`src/rtl/ob_arb_pkg.sv`:
```
package ob_arb_pkg;
    // State code equals the pending mask: bit 0 keyboard, bit 1 auxiliary.
    typedef enum logic [1:0] {
        OB_EMPTY = 2'b00,
        OB_KBD   = 2'b01,
        OB_AUX   = 2'b10,
        OB_BOTH  = 2'b11
    } ob_state_e;

    localparam int unsigned SRC_N = 2;
endpackage

```
`src/rtl/ob_pend_fsm.sv`:
```
module ob_pend_fsm
    import ob_arb_pkg::*;
(
    input  logic                 clk,
    input  logic                 rst_n,
    input  logic [SRC_N-1:0]     pend,
    output ob_state_e            state_q,
    output logic                 obf,
    output logic                 aux_flag,
    output logic                 sel_aux
);
    ob_state_e state_d;

    // Transitions GO_EMPTY / GO_KBD / GO_AUX / GO_BOTH, taken from any state.
    always_comb begin
        unique case (pend)
            2'b00:   state_d = OB_EMPTY;
            2'b01:   state_d = OB_KBD;
            2'b10:   state_d = OB_AUX;
            default: state_d = OB_BOTH;
        endcase
    end

    always_ff @(posedge clk) begin
        if (!rst_n) state_q <= OB_EMPTY;
        else        state_q <= state_d;
    end

    always_comb begin
        obf      = 1'b0;
        aux_flag = 1'b0;
        sel_aux  = 1'b0;
        unique case (state_q)
            OB_EMPTY: ;
            OB_KBD:   obf = 1'b1;
            OB_AUX: begin
                obf      = 1'b1;
                aux_flag = 1'b1;
                sel_aux  = 1'b1;
            end
            OB_BOTH:  obf = 1'b1;
            default:  ;
        endcase
    end
endmodule

```
`src/rtl/ob_irq_gen.sv`:
```
module ob_irq_gen
    import ob_arb_pkg::*;
(
    input  logic             clk,
    input  logic             rst_n,
    input  logic [SRC_N-1:0] pend,
    input  logic             kbd_irq_en,
    input  logic             aux_irq_en,
    input  logic             kbd_off,
    output logic             irq_kbd,
    output logic             irq_aux
);
    logic kbd_lvl;
    logic aux_lvl;

    always_comb begin
        kbd_lvl = 1'b0;
        aux_lvl = 1'b0;
        unique case (ob_state_e'(pend))
            OB_EMPTY: ;
            OB_AUX:   aux_lvl = aux_irq_en;
            OB_KBD,
            OB_BOTH:  kbd_lvl = kbd_irq_en & ~kbd_off;
            default:  ;
        endcase
    end

    always_ff @(posedge clk) begin
        if (!rst_n) begin
            irq_kbd <= 1'b0;
            irq_aux <= 1'b0;
        end else begin
            irq_kbd <= kbd_lvl;
            irq_aux <= aux_lvl;
        end
    end
endmodule

```
`src/rtl/ob_read_port.sv`:
```
module ob_read_port
    import ob_arb_pkg::*;
#(
    parameter int unsigned DATA_W = 8
) (
    input  logic              clk,
    input  logic              rst_n,
    input  logic              rd_strobe,
    input  ob_state_e         state_q,
    input  logic [DATA_W-1:0] kbd_byte,
    input  logic [DATA_W-1:0] aux_byte,
    output logic              pop_kbd,
    output logic              pop_aux,
    output logic [DATA_W-1:0] rd_data
);
    always_ff @(posedge clk) begin
        if (!rst_n) begin
            pop_kbd <= 1'b0;
            pop_aux <= 1'b0;
            rd_data <= '0;
        end else begin
            pop_kbd <= 1'b0;
            pop_aux <= 1'b0;
            if (rd_strobe) begin
                unique case (state_q)
                    OB_EMPTY: ;
                    OB_AUX: begin
                        pop_aux <= 1'b1;
                        rd_data <= aux_byte;
                    end
                    OB_KBD,
                    OB_BOTH: begin
                        pop_kbd <= 1'b1;
                        rd_data <= kbd_byte;
                    end
                    default: ;
                endcase
            end
        end
    end
endmodule

```
`src/rtl/ob_arbiter.sv`:
```
module ob_arbiter
    import ob_arb_pkg::*;
#(
    parameter int unsigned DATA_W = 8
) (
    input  logic              clk,
    input  logic              rst_n,
    input  logic [1:0]        pend,
    input  logic              kbd_irq_en,
    input  logic              aux_irq_en,
    input  logic              kbd_off,
    input  logic              rd_strobe,
    input  logic [DATA_W-1:0] kbd_byte,
    input  logic [DATA_W-1:0] aux_byte,
    output logic              stat_obf,
    output logic              stat_aux_obf,
    output logic              port_obf,
    output logic              port_aux_obf,
    output logic              irq_kbd,
    output logic              irq_aux,
    output logic              rd_sel_aux,
    output logic              pop_kbd,
    output logic              pop_aux,
    output logic [DATA_W-1:0] rd_data
);
    ob_state_e state_q;
    logic      obf;
    logic      aux_flag;

    ob_pend_fsm u_fsm (
        .clk      (clk),
        .rst_n    (rst_n),
        .pend     (pend),
        .state_q  (state_q),
        .obf      (obf),
        .aux_flag (aux_flag),
        .sel_aux  (rd_sel_aux)
    );

    ob_irq_gen u_irq (
        .clk        (clk),
        .rst_n      (rst_n),
        .pend       (pend),
        .kbd_irq_en (kbd_irq_en),
        .aux_irq_en (aux_irq_en),
        .kbd_off    (kbd_off),
        .irq_kbd    (irq_kbd),
        .irq_aux    (irq_aux)
    );

    ob_read_port #(.DATA_W(DATA_W)) u_rd (
        .clk       (clk),
        .rst_n     (rst_n),
        .rd_strobe (rd_strobe),
        .state_q   (state_q),
        .kbd_byte  (kbd_byte),
        .aux_byte  (aux_byte),
        .pop_kbd   (pop_kbd),
        .pop_aux   (pop_aux),
        .rd_data   (rd_data)
    );

    assign stat_obf     = obf;
    assign port_obf     = obf;
    assign stat_aux_obf = aux_flag;
    assign port_aux_obf = aux_flag;
endmodule

```
`config.mk`:
```
export PLATFORM = sky130hd
export DESIGN_NAME = ob_arbiter
export DESIGN_NICKNAME = d
export VERILOG_FILES = /design/src/rtl/ob_arb_pkg.sv /design/src/rtl/ob_pend_fsm.sv /design/src/rtl/ob_irq_gen.sv /design/src/rtl/ob_read_port.sv /design/src/rtl/ob_arbiter.sv
export SDC_FILE = /design/constraint.sdc
export NUM_CORES = 1
export LEC_CHECK = 0
export ABC_AREA = 0
export ABC_CLOCK_PERIOD_IN_PS = 1900
export BUFFER_PORTS_ARGS = -buffer_cell sky130_fd_sc_hd__buf_2
export CAP_MARGIN = 10
export CORE_MARGIN = 3
export CORE_UTILIZATION = 45
export DETAILED_ROUTE_END_ITERATION = 16
export PLACE_DENSITY = 0.87
export SLEW_MARGIN = 10
export SYNTH_ARGS = -nofsm -noshare
export SYNTH_HDL_FRONTEND = slang
export SYNTH_SLANG_ARGS = --single-unit
```
`constraint.sdc`:
```
create_clock -name clk -period 1.9 [get_ports clk]
set_input_delay 0.095 -clock clk [delete_from_list [all_inputs] [get_ports clk]]
set_output_delay 0.095 -clock clk [all_outputs]
set_load 0.05 [all_outputs]
```
==> summary.json <==
{
  "grt": {
    "gr-total-overflow": 0,
    "global_route.usage.met2_pct": 29.8,
    "grt_busiest_layer": "met2",
    "groute.layer.met3.usage_pct": 5.93,
    "grt_start_max_net_pins": 22,
    "grt_antenna_before_repair": 0,
    "met1_usage_pct": 17.7,
    "track_usage_pct": 16.8,
    "grt_pass1_wl_mm": 2.47,
    "first_global_vias": 615
  },
  "clock_tree": {
    "clock_transition_at_the_registers_of_the_reported_paths_ps": 80,
    "cts_setup_buffers": 0,
    "clock_latency_ps": 270,
    "cts_tree": "done",
    "htreeDepth": 1,
    "cts.repair.resized": 0,
    "clock-root-buffer": "clkbuf_4",
    "clkSinkCount": 14,
    "cts_hold_buf": 0,
    "clockBufferDepth": 2,
    "cts_bufs_inserted": 3
  },
  "critical_path": {
    "worstRegToRegCells": 3,
    "crit_buf_inv": 1,
    "critical_path.reg2reg.startpoint": "u_fsm.state_q[0]",
    "setup.worst_path.class": "register to output port",
    "setup.worst_path.start_class": "register",
    "worst_ep_arrival_ps": 1450,
    "cp_data_required_time_ps": 1800,
    "timing.critical_path.cells": "or2_1, buf_2",
    "timing.rr.end": "u_rd.rd_data[1]",
    "sort_of_element_at_the_end_of_the_critical_path": "output port",
    "cp_slowest_cell": "dfxtp_1",
    "critical_path.max_stage_delay_ps": 720,
    "crit_path_max_fanout": 17,
    "regToRegSetupSlack_ps": 510,
    "crit_family": "flip-flops"
  },
  "worst_hold_path": {
    "whs_endpoint": "u_fsm.state_q[1]",
    "min_delay_worst_type": "input port to register",
    "holdCritStartpoint": "pend[1]",
    "holdPathStages": 2
  },
  "synth": {
    "synthesis.area_um2": 711,
    "post_synthesis_cell_type_count": 16,
    "synth_cells": 64,
    "net_count_after_synthesis": 88,
    "synth-seq-cells": 14,
    "avgSynthCellArea_um2": 11.1,
    "ys_seq_area_share_pct": 39.4,
    "ys_warnings": 0
  },
  "routing": {
    "antenna_violating_nets_post_route": 0,
    "drt-wirelength-per-cell_um": 14.3,
    "wirelength_mm": 1.65,
    "drt-vias-per-instance": 5.55,
    "drc": 0,
    "detailroute.via_count": 638,
    "drt-initial-drc-count": 4,
    "dr.pass1.iters": 3
  },
  "floorplan": {
    "coreArea_um2": 1380,
    "die-area_um2": 2090,
    "floorplan.initialDensity_pct": 51.4,
    "num_rows": 13,
    "io_pins": 41,
    "floorplan.die.height_um": 45.7,
    "dieWidth_um": 45.7
  },
  "sta": {
    "worst_pin_slew_ps": 617,
    "period_needed_ps": 1550,
    "setup_tns_ps": 0,
    "timing.slew.headroom_pct": 58.8,
    "max_clock_freq_mhz": 646,
    "skew_ps": 1.78,
    "finalSetupViolCount": 0,
    "hold_ws_ps": 55.8,
    "timing_hold_violations_final": 0,
    "rsz0062_at_grt": "no",
    "finalMaxSlewViolations": 0,
    "min_period_over_period_pct": 81.4,
    "setup_slack_ps": 353
  },
  "final_layout": {
    "fin_util_pct": 65.2,
    "layout.nets": 125,
    "diodes": 0,
    "syn_to_final_growth_pct": 26.8,
    "drive_gt1_share_pct": 46.0
  },
  "power_and_ir_drop": {
    "power.ir.vdd_worst_mv": 0.563,
    "power-per-cell-area_nw_per_um2": 796,
    "p_leak_nw": 0.425
  },
  "place": {
    "place_congestion": 0.664,
    "port-buffer-count": 40,
    "dp_worst_slack_ps": 538,
    "detailedPlacementHpwl_mm": 1.23
  },
  "status": {
    "status": "finished clean"
  },
  "job": {
    "maxCapViolations": 0
  }
}
-- placed cells by master, fill, tap and decap left out --
master and n:
buf_2 40, dfxtp_1 14, mux2i_1 8, nand4bb_1 8, nand3b_1 8, o211ai_1 8, clkbuf_4 3, and2_1 2
and3b_1 2, and3_1 2, nor2b_1 1, or2_1 1, o211ai_2 1, clkbuf_8 1, buf_4 1
-- how the worst max path moves through the flow --
stage,end,from,cells past startpoint
2_1_floorplan,rd_sel_aux,u_fsm.state_q[1],3
3_3_place_gp,u_rd.rd_data[1],u_fsm.state_q[0],3
3_5_place_dp,u_rd.rd_data[1],u_fsm.state_q[0],3
4_1_cts,port_obf,u_fsm.state_q[0],2
5_1_grt,stat_obf,u_fsm.state_q[0],2
6_report,port_obf,u_fsm.state_q[0],2
-- cell usage after synthesis --
cell type | instances | area [um^2]
nor2b_1 | 1 | 6.26
dfxtp_1 | 14 | 280
and3b_1 | 2 | 17.5
buf_12 | 1 | 20.0
buf_4 | 3 | 22.5
clkbuf_1 | 1 | 3.75
nand3b_1 | 8 | 60.1
and2_1 | 2 | 12.5
buf_6 | 1 | 11.3
and3_1 | 2 | 12.5
o211ai_1 | 8 | 60.1
or2_1 | 1 | 6.26
nand4bb_1 | 8 | 90.1
buf_2 | 3 | 15.0
mux2i_1 | 8 | 80.1
o211ai_2 | 1 | 12.5
-- metal layers --
metal  routed length (um)  part of all wire (%)  vias to the layer above
met5                    0                     0                        -
met4                    0                     0                        0
met3                  152                   9.2                        0
met2                  813                    49                       29
met1                  682                    41                      296
li1                     -                     -                      313
-- stage by stage --
stage / power [W] / cells / cell area, um^2
2_1_floorplan: 0.000472 / 64 / 711
3_3_place_gp: 0.000510 / 111 / 865
3_5_place_dp: 0.000515 / 111 / 865
4_1_cts: 0.000725 / 115 / 901
5_1_grt: 0.000750 / 115 / 901
6_report: 0.000717 / 115 / 901
-- registers in the layout, indices dropped and copies added, names as in the netlist --
register	cells
u_irq.irq_aux	1
u_rd.pop_kbd	1
u_rd.pop_aux	1
u_rd.rd_data	8
u_fsm.state_q	2
u_irq.irq_kbd	1
-- power by group --
group | total, W | switching (W) | internal (W)
Clock | 0.000209 | 0.0000930 | 0.000116
Combinational | 0.000177 | 0.000116 | 0.0000611
Sequential | 0.000331 | 0.0000193 | 0.000311
-- final cells by class --
class	count	area, um^2
repair buffers	41	208
clock buffers	4	36.3
multi-input cells	41	358
well taps	15	18.8
flip-flops and latches	14	280
fillers	128	482
-- kinds of logic (layout without fill, tap and decap cells) --
kind of cell	after synthesis	in the layout	synth area share, %
simple gates	24	24	28.9
flops	14	14	39.4
compound gates	9	9	10.2
buf+inv	9	45	10.2
mux	8	8	11.3
Power figures use the tool's default switching activity.
